--- src/rtl/page_promote_pkg.sv ---
package page_promote_pkg;
  localparam int THR_W    = 8;
  localparam int THR_FRAC = 4;
  localparam logic [THR_W-1:0] THR_INF  = '1;
  localparam logic [THR_W-1:0] THR_ZERO = '0;
endpackage

--- src/rtl/page_cnt_bank.sv ---
module page_cnt_bank #(
  parameter int PAGES     = 8,
  parameter int CNT_W     = 4,
  parameter int INIT_FAST = 4,
  localparam int PG_W  = $clog2(PAGES),
  localparam int FC_W  = $clog2(PAGES + 1),
  localparam int SUM_W = CNT_W + FC_W
) (
  input  logic             clk,
  input  logic             rst_n,
  input  logic             inc_en,
  input  logic [PG_W-1:0]  inc_page,
  input  logic             mv_en,
  input  logic [PG_W-1:0]  mv_page,
  input  logic             mv_to_fast,
  output logic [CNT_W-1:0] rd_cnt,
  output logic             rd_fast,
  output logic [SUM_W-1:0] fast_sum,
  output logic [FC_W-1:0]  fast_cnt
);
  localparam logic [CNT_W-1:0] CNT_MAX = '1;

  logic [CNT_W-1:0] cnt_w [PAGES];
  logic [PAGES-1:0] fast_w;

  for (genvar g = 0; g < PAGES; g++) begin : g_page
    logic [CNT_W-1:0] cnt_q;
    logic             fast_q;
    always_ff @(posedge clk) begin
      if (!rst_n) begin
        cnt_q  <= '0;
        fast_q <= (g < INIT_FAST);
      end else if (mv_en && mv_page == PG_W'(g)) begin
        cnt_q  <= '0;
        fast_q <= mv_to_fast;
      end else if (inc_en && inc_page == PG_W'(g) && cnt_q != CNT_MAX) begin
        cnt_q <= cnt_q + 1'b1;
      end
    end
    assign cnt_w[g]  = cnt_q;
    assign fast_w[g] = fast_q;

    // a saturated counter keeps its maximum on a further count
    p_sat_hold_r9: assert property (@(posedge clk) disable iff (!rst_n)
      (inc_en && !mv_en && inc_page == PG_W'(g) && cnt_q == CNT_MAX) |=> cnt_q == CNT_MAX);
    // a move clears the page's counter
    p_mv_clear_r6: assert property (@(posedge clk) disable iff (!rst_n)
      (mv_en && mv_page == PG_W'(g)) |=> cnt_q == '0);
  end

  assign rd_cnt  = cnt_w[inc_page];
  assign rd_fast = fast_w[inc_page];

  always_ff @(posedge clk) begin
    if (!rst_n) begin
      fast_sum <= '0;
      fast_cnt <= FC_W'(INIT_FAST);
    end else if (mv_en) begin
      if (fast_w[mv_page]) fast_sum <= fast_sum - SUM_W'(cnt_w[mv_page]);
      if (mv_to_fast && !fast_w[mv_page])      fast_cnt <= fast_cnt + 1'b1;
      else if (!mv_to_fast && fast_w[mv_page]) fast_cnt <= fast_cnt - 1'b1;
    end else if (inc_en && fast_w[inc_page] && cnt_w[inc_page] != CNT_MAX) begin
      fast_sum <= fast_sum + 1'b1;
    end
  end

  // the fast-page tally stays within the page count
  p_fcnt_range_r7: assert property (@(posedge clk) disable iff (!rst_n)
    fast_cnt <= FC_W'(PAGES));
  // the fast sum never exceeds what the fast counters can hold
  p_sum_bound_r2: assert property (@(posedge clk) disable iff (!rst_n)
    fast_sum <= SUM_W'(fast_cnt) * SUM_W'(CNT_MAX));
endmodule

--- src/rtl/promote_cmp.sv ---
module promote_cmp
  import page_promote_pkg::*;
#(
  parameter int CNT_W = 4,
  parameter int FC_W  = 4,
  parameter int SUM_W = 8
) (
  input  logic [CNT_W-1:0] cnt,
  input  logic [FC_W-1:0]  n_fast,
  input  logic [SUM_W-1:0] sum,
  input  logic [THR_W-1:0] thr,
  output logic             promote
);
  localparam int CMP_W = SUM_W + THR_W + 1;
  logic [CMP_W-1:0] lhs, rhs;

  always_comb begin
    lhs = (CMP_W'(cnt) * CMP_W'(n_fast)) << THR_FRAC;
    rhs = CMP_W'(thr) * CMP_W'(sum);
    if (thr == THR_INF)       promote = 1'b0;
    else if (thr == THR_ZERO) promote = 1'b1;
    else                      promote = lhs > rhs;
  end
endmodule

--- src/rtl/page_promote_top.sv ---
module page_promote_top
  import page_promote_pkg::*;
#(
  parameter int PAGES     = 8,
  parameter int CNT_W     = 4,
  parameter int INIT_FAST = 4,
  localparam int PG_W  = $clog2(PAGES),
  localparam int FC_W  = $clog2(PAGES + 1),
  localparam int SUM_W = CNT_W + FC_W
) (
  input  logic             clk,
  input  logic             rst_n,
  input  logic [THR_W-1:0] thr,
  input  logic             wr_only,
  input  logic             acc_valid,
  output logic             acc_ready,
  input  logic [PG_W-1:0]  acc_page,
  input  logic             acc_write,
  input  logic             mv_valid,
  input  logic [PG_W-1:0]  mv_page,
  input  logic             mv_to_fast,
  output logic             req_valid,
  input  logic             req_ready,
  output logic [PG_W-1:0]  req_page
);
  localparam logic [CNT_W-1:0] CNT_MAX = '1;

  logic             accept, counted, inc_en, rd_fast, promote;
  logic [CNT_W-1:0] rd_cnt, next_cnt;
  logic [SUM_W-1:0] fast_sum;
  logic [FC_W-1:0]  fast_cnt;

  assign acc_ready = (!req_valid || req_ready) && !mv_valid;
  assign accept    = acc_valid && acc_ready;
  assign counted   = !wr_only || acc_write;
  assign inc_en    = accept && counted;
  assign next_cnt  = (rd_cnt == CNT_MAX) ? CNT_MAX : rd_cnt + 1'b1;

  page_cnt_bank #(.PAGES(PAGES), .CNT_W(CNT_W), .INIT_FAST(INIT_FAST)) i_bank (
    .clk(clk), .rst_n(rst_n),
    .inc_en(inc_en), .inc_page(acc_page),
    .mv_en(mv_valid), .mv_page(mv_page), .mv_to_fast(mv_to_fast),
    .rd_cnt(rd_cnt), .rd_fast(rd_fast),
    .fast_sum(fast_sum), .fast_cnt(fast_cnt)
  );

  promote_cmp #(.CNT_W(CNT_W), .FC_W(FC_W), .SUM_W(SUM_W)) i_cmp (
    .cnt(next_cnt), .n_fast(fast_cnt), .sum(fast_sum), .thr(thr), .promote(promote)
  );

  always_ff @(posedge clk) begin
    if (!rst_n) begin
      req_valid <= 1'b0;
      req_page  <= '0;
    end else begin
      if (req_valid && req_ready) req_valid <= 1'b0;
      if (inc_en && !rd_fast && promote) begin
        req_valid <= 1'b1;
        req_page  <= acc_page;
      end
    end
  end

  // a blocked request holds its value
  p_req_hold_r10: assert property (@(posedge clk) disable iff (!rst_n)
    (req_valid && !req_ready) |=> (req_valid && $stable(req_page)));
  // no access is taken during a move report
  p_mv_stall_r10: assert property (@(posedge clk) disable iff (!rst_n)
    mv_valid |-> !acc_ready);
  // infinite threshold never yields a request
  p_inf_none_r5: assert property (@(posedge clk) disable iff (!rst_n)
    (accept && thr == THR_INF) |=> !req_valid);
  // zero threshold promotes the touched slow page next cycle
  p_zero_req_r4: assert property (@(posedge clk) disable iff (!rst_n)
    (inc_en && !rd_fast && thr == THR_ZERO) |=> (req_valid && req_page == $past(acc_page)));
  // fast-page access never requests
  p_fast_none_r2: assert property (@(posedge clk) disable iff (!rst_n)
    (accept && rd_fast) |=> !req_valid);
  // reads in write-only mode never request
  p_rd_none_r8: assert property (@(posedge clk) disable iff (!rst_n)
    (accept && wr_only && !acc_write) |=> !req_valid);
endmodule

--- config.mk ---
export PLATFORM = sky130hd
export DESIGN_NAME = page_promote_top
export DESIGN_NICKNAME = d
export VERILOG_FILES = /design/src/rtl/page_promote_pkg.sv /design/src/rtl/page_cnt_bank.sv /design/src/rtl/promote_cmp.sv /design/src/rtl/page_promote_top.sv
export SDC_FILE = /design/constraint.sdc
export NUM_CORES = 1
export LEC_CHECK = 0
export BUFFER_PORTS_ARGS = -buffer_cell sky130_fd_sc_hd__clkbuf_2
export CAP_MARGIN = 20
export CELL_PAD_IN_SITES_DETAIL_PLACEMENT = 2
export CELL_PAD_IN_SITES_GLOBAL_PLACEMENT = 2
export CORE_ASPECT_RATIO = 2
export CORE_MARGIN = 2
export CORE_UTILIZATION = 44
export DETAILED_ROUTE_END_ITERATION = 12
export GPL_ROUTABILITY_DRIVEN = 0
export MAX_ROUTING_LAYER = met4
export PLACE_DENSITY = 0.87
export SETUP_SLACK_MARGIN = 0.5
export SLEW_MARGIN = 20
export SYNTH_ARGS = -nofsm -noshare
export SYNTH_HDL_FRONTEND = slang
export SYNTH_SLANG_ARGS = --single-unit
--- constraint.sdc ---
create_clock -name clk -period 13.3 [get_ports clk]
set_input_delay 1.33 -clock clk [delete_from_list [all_inputs] [get_ports clk]]
set_output_delay 1.33 -clock clk [all_outputs]
set_load 0.01 [all_outputs]
==> flow_metrics.tcl, run 1 <==
set metrics [dict create \
    die_h_um 172 \
    gr-total-overflow 0 \
    pin_count 27 \
    p_per_area_mw_per_mm2 86.2 \
    wl_per_cell_um 22.6 \
    drtIter0Drc 153 \
    syn-instance-count 689 \
    endpoint_kind "flip-flop" \
    drive_above_1_share_pct 8.75 \
    grt_first_pass_wirelength_um 32200 \
    totalPowerFinal_mw 0.573 \
    clk_pin_slew_ns 0.08 \
    multi_input_area_mm2 0.00478 \
    h-tree-depth 2 \
    cts_tree "done" \
    antenna_found_initial 0 \
    cts_resized 0 \
    via_per_inst 5.84 \
    synth_flop_cell "dfxtp_1" \
    setup_viol 0 \
    synth.distinct_cells 50 \
    num_vias 5172 \
    nFillCells 1546 \
    antenna_cells 0 \
    crit_path_max_fanout 14 \
    die_x_um 88.2 \
    cap_violations 0 \
    r2r_cells 18 \
    insertion_delay_ns 0.31 \
    finalSetupTns_ns 0 \
    rsz0062_at_grt "false" \
    async_reset_ff_share_pct 0 \
    outcome "finished clean" \
    synth_nets 828 \
    critPathMaxStageDelay_ns 0.56 \
    crit_slowest_cell "mux4_2" \
    period_share_pct 52.1 \
    min_from "i_bank.g_page[1].fast_q" \
    ant_nets 0 \
    start_kind "input port" \
    yosysSeqAreaShare_pct 18.0 \
    crit_arrival_ns 7.16 \
    worstMarginPinSlew_ns 0.870 \
    r2r_slack_ns 7.33 \
    holdPathEnd "i_bank.g_page[1].fast_q" \
    min_period_ns 6.93 \
    grt_use_total_pct 28.9 \
    fin_nets 835 \
    drc 0 \
    whs_path_depth 2 \
    slew_headroom_pct 41.2 \
    report.final.slew_viol_count 0 \
    drtPass1Iterations 4 \
    core.rowCount 61 \
    cts_setup_buffers 0 \
    cts_buffers 5 \
    grt_max_degree 37 \
    crit_chain "clkbuf_2 > mux4_2 > mux2_2 > ha_1 > nand3b_1 > nor2b_1 > nand2b_1 > fa_1 > inv_1 > fa_1 > ha_1 > a21o_1 > a21oi_1 > o21bai_1 > a21oi_1 > xnor2_1 > ha_1 > and4_1 > a221oi_1 > nor4b_2 > nand3_1 > o21ai_2 > mux2i_1" \
    p_leak_nw 3.13 \
    finalHoldViolCount 0 \
    r2r-start "i_bank.fast_sum[2]" \
    ys.warnings.count 0 \
    dp_hpwl_um 16400 \
    initial_core_util_pct 44.9 \
    dieArea_mm2 0.0152 \
    hold_buffers 0 \
    ys_ff_latch 56 \
    drt_wl_total_um 20000 \
    syn_avg_cell_area_um2 9.05 \
    core_area_mm2 0.0139 \
    syn_to_final_growth_pct 6.58 \
    post-route-util_pct 47.9 \
    port_buffers 26 \
    ir_worst_vdd_v 0.0000968 \
    fmax_mhz 144 \
    synth-edff-count 0 \
    hold_class "flip-flop to flip-flop" \
    seqCellArea_mm2 0.00112 \
    clock_skew_ns 0.00786 \
    syn-cell-area_mm2 0.00624 \
    grt_pass1_vias 6115 \
    cts_root_buf "clkbuf_16" \
    worstSetupPathType "input port to flip-flop" \
    cts.sinks 56 \
    cp_common_cell "ha_1" \
    crit_path_start "acc_page[0]" \
    final_common_cell "ha_1" \
    cts_max_path_buffers 2 \
    mostFrequentLayoutCells "ha_1 (75), and2_1 (64), nand2_1 (61), inv_1 (61), dfxtp_1 (56)" \
    r2r_end "req_page[2]" \
    worstPathRequired_ns 13.53 \
]
==> synthesized netlist by cell type, types with 3 or more instances <==
cell type	instances	area, um2
a21o_1	10	75.1
a21oi_1	18	90.1
a311oi_1	9	78.8
a31oi_1	3	18.8
and2_1	64	400
and3_1	3	18.8
clkbuf_1	25	93.8
dfxtp_1	56	1120
fa_1	42	841
ha_1	75	938
inv_1	61	229
mux2_2	5	56.3
mux2i_1	28	280
mux4_2	20	450
nand2_1	61	229
nand2b_1	8	50.1
nand3_1	16	80.1
nand3b_1	3	22.5
nand4_1	12	75.1
nor2_1	47	176
nor2b_1	25	156
nor3_1	8	40.0
o21a_1	3	22.5
o21ai_0	11	55.1
xnor2_1	21	184
xor2_1	24	210
==> critical path, delay by kind of cell <==
family / cells / cell delay (ns)
fa+ha+maj: 5 / 1.70
compound gates: 6 / 1.11
mux: 3 / 1.12
simple gates: 6 / 1.37
xor+xnor: 1 / 0.10
buf+inv: 2 / 0.43
==> cell type report <==
type | count | area share [%]
clock buffers | 8 | 2.20
flip-flops and latches | 56 | 16.9
repair buffers | 27 | 2.07
multi-input cells | 545 | 71.9
well taps | 189 | 3.56
inverters | 61 | 3.44
==> cells by family (layout without fill, tap and decap cells) <==
family,count (synthesis),after routing,synth area share [%]
and+or+nand+nor,258,258,21.4
adders and majority gates,117,117,28.5
buffers and inverters,88,96,5.44
AOI/OAI and AO/OA,72,72,7.70
DFF,56,56,18.0
muxes,53,53,12.6
xor gates and xnor gates,45,45,6.32
==> power breakdown <==
part	internal (mW)	total (mW)	switching [mW]	leakage [nW]
sequential	0.173	0.188	0.0144	0.454
combinational	0.0997	0.244	0.144	2.61
clock	0.0756	0.142	0.0661	0.0712
total	0.349	0.573	0.225	3.13
==> worst max path at each step <==
stage	end	slack (ns)
final	req_page[2]	6.37
after global routing	req_page[2]	6.05
after CTS	req_page[2]	6.29
after detailed placement	req_page[2]	6.04
after global placement	req_page[0]	6.54
after floorplan	req_page[0]	6.54
==> metrics by stage <==
stage	cell area (um2)	hold slack, ns	cells	setup slack, ns
floorplan	6240	0.451	689	6.54
global placement	6500	0.483	878	6.54
detailed placement	6500	0.505	878	6.04
CTS	6650	0.517	886	6.29
global route	6650	0.534	886	6.05
finish	6650	0.511	886	6.37
==> state kept, by name, indices dropped and copies added (netlist names) <==
register	count
i_bank.fast_sum	8
i_bank.fast_cnt	4
i_bank.g_page.cnt_q	32
req_valid	1
req_page	3
i_bank.g_page.fast_q	8
==> layer usage <==
metal / part of all wire (%) / up-vias / global-route usage [%] / wire length (um)
met5: 0 / - / - / 0
met4: 6.7 / 0 / 16.9 / 1340
met3: 1.8 / 73 / 2.91 / 362
met2: 61 / 103 / 58.0 / 12100
met1: 31 / 2633 / 24.2 / 6180
li1: - / 2363 / - / -
Note: power is estimated with default switching activity, not from simulation.
==> run 2: changes to the inputs <==
--- a/config.mk
+++ b/config.mk
@@ -11,11 +11,11 @@
 export CELL_PAD_IN_SITES_GLOBAL_PLACEMENT = 2
 export CORE_ASPECT_RATIO = 2
 export CORE_MARGIN = 2
-export CORE_UTILIZATION = 44
+export CORE_UTILIZATION = 36
 export DETAILED_ROUTE_END_ITERATION = 12
 export GPL_ROUTABILITY_DRIVEN = 0
 export MAX_ROUTING_LAYER = met4
-export PLACE_DENSITY = 0.87
+export PLACE_DENSITY = 0.76
 export SETUP_SLACK_MARGIN = 0.5
 export SLEW_MARGIN = 20
 export SYNTH_ARGS = -nofsm -noshare
==> constraint.sdc (replaced) <==
create_clock -name clk -period 5.9 [get_ports clk]
set_input_delay 0.59 -clock clk [delete_from_list [all_inputs] [get_ports clk]]
set_output_delay 0.59 -clock clk [all_outputs]
set_load 0.01 [all_outputs]
==> run 2 against run 1 <==
Hold slack worse by 0.023 ns. Design area up 7.7%. Clock-buffer cell count down 3. Die area up 21%. Critical path type unchanged. Critical endpoint is now req_valid.
==> flow_metrics.tcl, run 2 (same netlist as run 1, synthesis figures left out) <==
set metrics [dict create \
    cts_root_buf "clkbuf_16" \
    antenna_cells 0 \
    crit_path_start "acc_page[0]" \
    mostFrequentLayoutCells "ha_1 (71), nand2_1 (60), inv_1 (60)" \
    drtPass1Iterations 4 \
    cts_max_path_buffers 2 \
    drt_wl_total_um 17900 \
    rsz0062_at_grt "true" \
    worstSetupPathType "input port to flip-flop" \
    cts.sinks 56 \
    min_period_ns 5.56 \
    wl_per_cell_um 19.1 \
    fin_nets 868 \
    dp_hpwl_um 14000 \
    post-route-util_pct 41.9 \
    report.final.slew_viol_count 0 \
    r2r-start "i_bank.g_page[0].cnt_q[0]" \
    cap_violations 0 \
    period_share_pct 94.2 \
    critPathMaxStageDelay_ns 0.56 \
    insertion_delay_ns 0.30 \
    via_per_inst 5.43 \
    start_kind "input port" \
    worstMarginPinSlew_ns 0.680 \
    reg.largest.list "i_bank.g_page.cnt_q (32), i_bank.fast_sum (8), i_bank.g_page.fast_q (8)" \
    fin_area_mm2 0.00716 \
    crit_path_max_fanout 6 \
    gr-total-overflow 0 \
    setup_viol 0 \
    hold_class "flip-flop to flip-flop" \
    ant_nets 0 \
    outcome "finished clean" \
    core_area_mm2 0.0171 \
    grt_use_total_pct 19.9 \
    grt_pass1_vias 5736 \
    whs_path_depth 2 \
    antenna_found_initial 0 \
    fmax_mhz 180 \
    initial_core_util_pct 36.5 \
    critical_path_buf_inv_count 6 \
    die_h_um 190 \
    worstPathRequired_ns 6.10 \
    r2r_slack_ns 0.35 \
    num_vias 5104 \
    p_leak_nw 3.39 \
    clk_pin_slew_ns 0.08 \
    cts_buffers 5 \
    min_from "req_page[2]" \
    largest_reg_flops 32 \
    grt_first_pass_wirelength_um 29200 \
    clock_skew_ns 0.0101 \
    grt_max_degree 37 \
    core.rowCount 68 \
    h-tree-depth 2 \
    crit_arrival_ns 5.76 \
    p_per_area_mw_per_mm2 191 \
    ir_worst_vdd_v 0.000107 \
    final_common_cell "ha_1" \
    path_delay_family "adder cells" \
    dieArea_mm2 0.0185 \
    syn_to_final_growth_pct 14.8 \
    r2r_cells 22 \
    cts_tree "done" \
    die_x_um 97.1 \
    path_depth 23 \
    crit_chain "buf_12 > mux4_2 > mux2_4 > ha_4 > nand3_2 > o21a_1 > nand2_1 > fa_1 > inv_2 > fa_1 > inv_1 > fa_1 > inv_1 > ha_1 > nand2_1 > a2111oi_0 > buf_4 > nand4_1 > nor4b_2 > nand3_1 > o21ai_4 > buf_4 > o21a_1" \
    finalHoldViolCount 0 \
    drc 0 \
    slew_headroom_pct 53.5 \
    timing.hold.ws_ns 0.488 \
    cp_common_cell "fa_1" \
    regMostFlops "i_bank.g_page.cnt_q" \
    drtIter0Drc 166 \
    holdPathEnd "req_page[2]" \
    port_buffers 26 \
    crit_slowest_cell "a2111oi_0" \
    drive_above_1_share_pct 17.4 \
    pin_count 27 \
    endpoint_kind "flip-flop" \
    placed_cell_area_mm2 0.00669 \
    r2r_end "req_valid" \
]
-- run 2: cell types whose count changed in the layout (fill, tap and decap cells not counted), moves of 3 or more --
cell	change
buf_4	+34
ha_1	-4
and2_4	+6
dfxtp_2	+4
dfxtp_1	-9
o21ai_1	+3
o21ai_0	-3
and2_1	-6
dfxtp_4	+5
clkbuf_2	-8
-- run 2: worst reg2reg max path: cells and delay by family (launching register included) --
family,cells,cell delay [ns]
AOI/OAI and AO/OA,4,1.00
adders and majority gates,5,2.05
buffers and inverters,5,0.52
DFF,1,0.39
muxes,2,0.80
and+or+nand+nor,6,0.68
-- run 2: worst max-delay path by stage --
stage,to,slack (ns)
3_3_place_gp,req_page[0],0.12
4_1_cts,req_page[0],0.51
2_1_floorplan,req_page[0],0.51
5_1_grt,req_page[0],0.11
3_5_place_dp,req_page[0],-0.13
6_report,req_valid,0.34
-- run 2: area by class of cell --
class	instances	area, um2
fill	1864	9940
multi-input combinational	545	4900
sequential	56	1140
timing repair buffer	60	455
tap	210	263
inverter	61	229
clock buffer	5	125
clock inverter	3	46.3
-- run 2: layer usage --
layer  vias up  GRT usage, %  share of wire [%]
met3        13          1.51                1.6
met1      2627          23.8                 42
met4         0          3.74                1.2
li1       2418             -                  -
met5         -             -                  0
met2        46          36.8                 55
-- run 2: what timing repair did --
action | CTS | global route
hold buffers | 0 | 0
pin swaps | 8 | 24
cloned | 0 | 1
setup buffers | 4 | 16
setup endpoints to repair | 4 | 4
gates resized for setup | 23 | 25
-- run 2: power breakdown --
part | leakage [nW] | internal (mW) | switching, mW
combinational | 2.84 | 0.261 | 0.330
sequential | 0.459 | 0.392 | 0.0293
clock | 0.0857 | 0.203 | 0.155
-- run 2: per-stage QoR --
stage | setup WS (ns) | power (mW) | TNS [ns] | instances
5_1_grt | 0.113 | 1.48 | 0 | 940
2_1_floorplan | 0.507 | 0.827 | 0 | 689
3_3_place_gp | 0.121 | 0.959 | 0 | 911
3_5_place_dp | -0.130 | 0.985 | -0.374 | 911
4_1_cts | 0.505 | 1.37 | 0 | 923
6_report | 0.341 | 1.37 | 0 | 940
==> run 3: changes to the inputs <==
--- a/config.mk
+++ b/config.mk
@@ -5,17 +5,18 @@
 export SDC_FILE = /design/constraint.sdc
 export NUM_CORES = 1
 export LEC_CHECK = 0
+export ABC_AREA = 1
 export BUFFER_PORTS_ARGS = -buffer_cell sky130_fd_sc_hd__clkbuf_2
 export CAP_MARGIN = 20
 export CELL_PAD_IN_SITES_DETAIL_PLACEMENT = 2
 export CELL_PAD_IN_SITES_GLOBAL_PLACEMENT = 2
 export CORE_ASPECT_RATIO = 2
 export CORE_MARGIN = 2
-export CORE_UTILIZATION = 36
+export CORE_UTILIZATION = 39
 export DETAILED_ROUTE_END_ITERATION = 12
 export GPL_ROUTABILITY_DRIVEN = 0
 export MAX_ROUTING_LAYER = met4
-export PLACE_DENSITY = 0.76
+export PLACE_DENSITY = 0.86
 export SETUP_SLACK_MARGIN = 0.5
 export SLEW_MARGIN = 20
 export SYNTH_ARGS = -nofsm -noshare
==> constraint.sdc (replaced) <==
create_clock -name clk -period 7.2 [get_ports clk]
set_input_delay 0.72 -clock clk [delete_from_list [all_inputs] [get_ports clk]]
set_output_delay 0.72 -clock clk [all_outputs]
set_load 0.01 [all_outputs]
==> run 3 against run 2 <==
Core utilization grew 0.27 points. Total power shrank 17%. Clock skew shrank 0.0061 ns. Synthesized cell count grew 40%. Critical endpoint is now req_page[2]. Sequential share of layout area is essentially flat.
==> flow_metrics.tcl, run 3 <==
set metrics [dict create \
    rsz0062_at_grt "false" \
    critical_path_buf_inv_count 5 \
    yosys-mux-area-fraction_pct 0 \
    synth_xor_xnor_area_share_pct 2.68 \
    synth_flop_cell "dfxtp_1" \
    post-route-util_pct 42.1 \
    ys.warnings.count 0 \
    clock_skew_ns 0.00398 \
    initial_core_util_pct 39.4 \
    synth_compound_area_share_pct 13.2 \
    yosys.area_share.simple_pct 25.8 \
    drtPass1Iterations 4 \
    cap_violations 0 \
    period_share_pct 83.5 \
    finalSetupTns_ns 0 \
    outcome "finished clean" \
    placed_cell_area_mm2 0.00684 \
    fin_area_mm2 0.00700 \
    antenna_cells 0 \
    hold_buffers 0 \
    dieArea_mm2 0.0179 \
    synthTopCellsByArea "dfxtp_1 (17%), ha_1 (14%), fa_1 (13%)" \
    num_vias 6325 \
    met1_length_um 9460 \
    met3RoutedLength_um 418 \
    netlist.area_leader.share_pct 17.2 \
    grt_pass1_vias 7015 \
    critPathMaxStageDelay_ns 0.49 \
    gr-total-overflow 0 \
    routed.top_layer "met4" \
    ant_nets 0 \
    p_per_area_mw_per_mm2 163 \
    yosysSeqAreaShare_pct 17.2 \
    endpoint_kind "flip-flop" \
    syn-cell-area_mm2 0.00654 \
    start_kind "input port" \
    cts_tree "done" \
    synth-edff-count 0 \
    synth_fa_ha_area_share_pct 27.2 \
    wl_per_cell_um 18.4 \
    synth.distinct_cells 41 \
    syn_to_final_growth_pct 7.05 \
    crit_path_max_fanout 7 \
    cts_root_buf "clkbuf_16" \
    route.met2.wl_um 11500 \
    path_delay_family "simple AND/OR/NAND/NOR gates" \
    die_h_um 187 \
    synth.most_common_cell "inv_1" \
    drtIter0Drc 223 \
    core.rowCount 67 \
    grt_max_degree 24 \
    drc 0 \
    report.final.slew_viol_count 0 \
    antenna_found_initial 0 \
    min_period_ns 6.01 \
    regMostFlops "i_bank.g_page.cnt_q" \
    drive_above_1_share_pct 6.46 \
    finalHoldViolCount 0 \
    syn_avg_cell_area_um2 6.79 \
    core_area_mm2 0.0166 \
    p_leak_nw 3.72 \
    worstSetupPathType "input port to flip-flop" \
    via_per_inst 5.35 \
    totalPowerFinal_mw 1.14 \
    async_reset_ff_share_pct 0 \
    synth_top_family_by_area "adder cells" \
    ys_ff_latch 56 \
    reg.largest.list "i_bank.g_page.cnt_q (32), i_bank.fast_sum (8), i_bank.g_page.fast_q (8)" \
    cts_buffers 5 \
    setup_viol 0 \
    drt_wl_total_um 21800 \
    cts.sinks 56 \
    synth_top_cells_by_count "inv_1 (208), nand2_1 (203), nor2_1 (80)" \
    worstPathRequired_ns 7.40 \
    die_x_um 95.5 \
    fin_nets 1113 \
    synth_nets 1101 \
    grt_first_pass_wirelength_um 36800 \
    cts_max_path_buffers 2 \
    pin_count 27 \
    timing.hold.ws_ns 0.503 \
    syn-instance-count 962 \
    h-tree-depth 2 \
    crit_arrival_ns 6.21 \
    ir_worst_vdd_v 0.0000975 \
    hold_class "flip-flop to flip-flop" \
    port_buffers 26 \
    largest_reg_flops 32 \
    clk_pin_slew_ns 0.07 \
    worstMarginPinSlew_ns 0.875 \
    dp_hpwl_um 18400 \
    mostFrequentLayoutCells "inv_1 (208), nand2_1 (203), nor2_1 (80)" \
    slew_headroom_pct 41.4 \
    yosys.area.top_type "dfxtp_1" \
    final_common_cell "inv_1" \
    crit_slowest_cell "fa_1" \
    grt_use_total_pct 26.7 \
    insertion_delay_ns 0.30 \
    fmax_mhz 166 \
]
==> run 3: changes by cell type after synthesis, sizes merged, moves of 14 or more <==
cell and change:
inv +154, and2 -64, a21oi +51, nand3 +25, nor2b -25, xnor2 -14
mux4 -20, mux2i -28, nor2 +40, o21ai +27, nand2 +149
==> run 3: worst register-to-register path, cell delays in order (launching register included) <==
cell	delay, ns
dfxtp_1	0.62
nand2_1	0.15
fa_1	0.53
fa_1	0.58
inv_1	0.07
fa_1	0.53
inv_1	0.06
fa_1	0.54
inv_1	0.05
ha_1	0.35
nand2_1	0.15
nor2_1	0.07
a21oi_1	0.20
xor2_1	0.28
ha_1	0.30
nand2_1	0.11
nor2_1	0.07
nand2_1	0.05
nor2_1	0.04
a21oi_1	0.12
nand3_1	0.09
nor2_1	0.11
nand2_1	0.06
nand2_1	0.22
nand3_1	0.13
nand2_1	0.09
nor2_1	0.05
==> run 3: power by group <==
part           switching (mW)  leakage [nW]  internal, mW
registers              0.0254         0.455         0.321
logic                   0.348          3.19         0.193
clock network           0.117        0.0701         0.139
==> run 3: cell type report <==
cell class              instances  area [um2]
clock buffers                   7         143
flip-flops and latches         56        1120
multi-input cells             666        4510
clock inverters                 1        7.51
fillers                      2069        9600
well taps                     207         259
inverters                     219         828
repair buffers                 26         130
==> run 3: cell families (layout without fill, tap and decap cells) <==
family | Yosys count | in the layout
AOI/OAI and AO/OA | 150 | 150
and+or+nand+nor | 379 | 379
xor gates and xnor gates | 20 | 20
buffers and inverters | 240 | 253
DFF | 56 | 56
adders and majority gates | 117 | 117
==> run 3: path summary, 6_finish.rpt <==
path	to	from	slack, ns	cells after the start
worst max-delay path	req_page[2]	acc_page[0]	1.19	36
worst max register to register	req_page[2]	i_bank.fast_sum[6]	1.50	26
worst min-delay path	req_page[1]	req_page[1]	0.50	2
worst min register to register	req_page[1]	req_page[1]	0.50	2
==> run 3: routing by layer <==
layer | up-vias | GRT usage [%]
met4 | 0 | 5.77
li1 | 3074 | -
met1 | 3141 | 34.3
met5 | - | -
met2 | 80 | 45.5
met3 | 30 | 1.69
==> run 3: repair_timing <==
item	in CTS	in global routing
resized for setup	0	1
setup endpoints to repair	0	4
buffers inserted	0	0
==> run 3: metrics by stage <==
step	setup slack, ns	cells
detailed placement	0.795	1174
finish	1.19	1182
global placement	1.20	1174
global route	0.520	1182
floorplan	1.85	962
CTS	1.09	1182
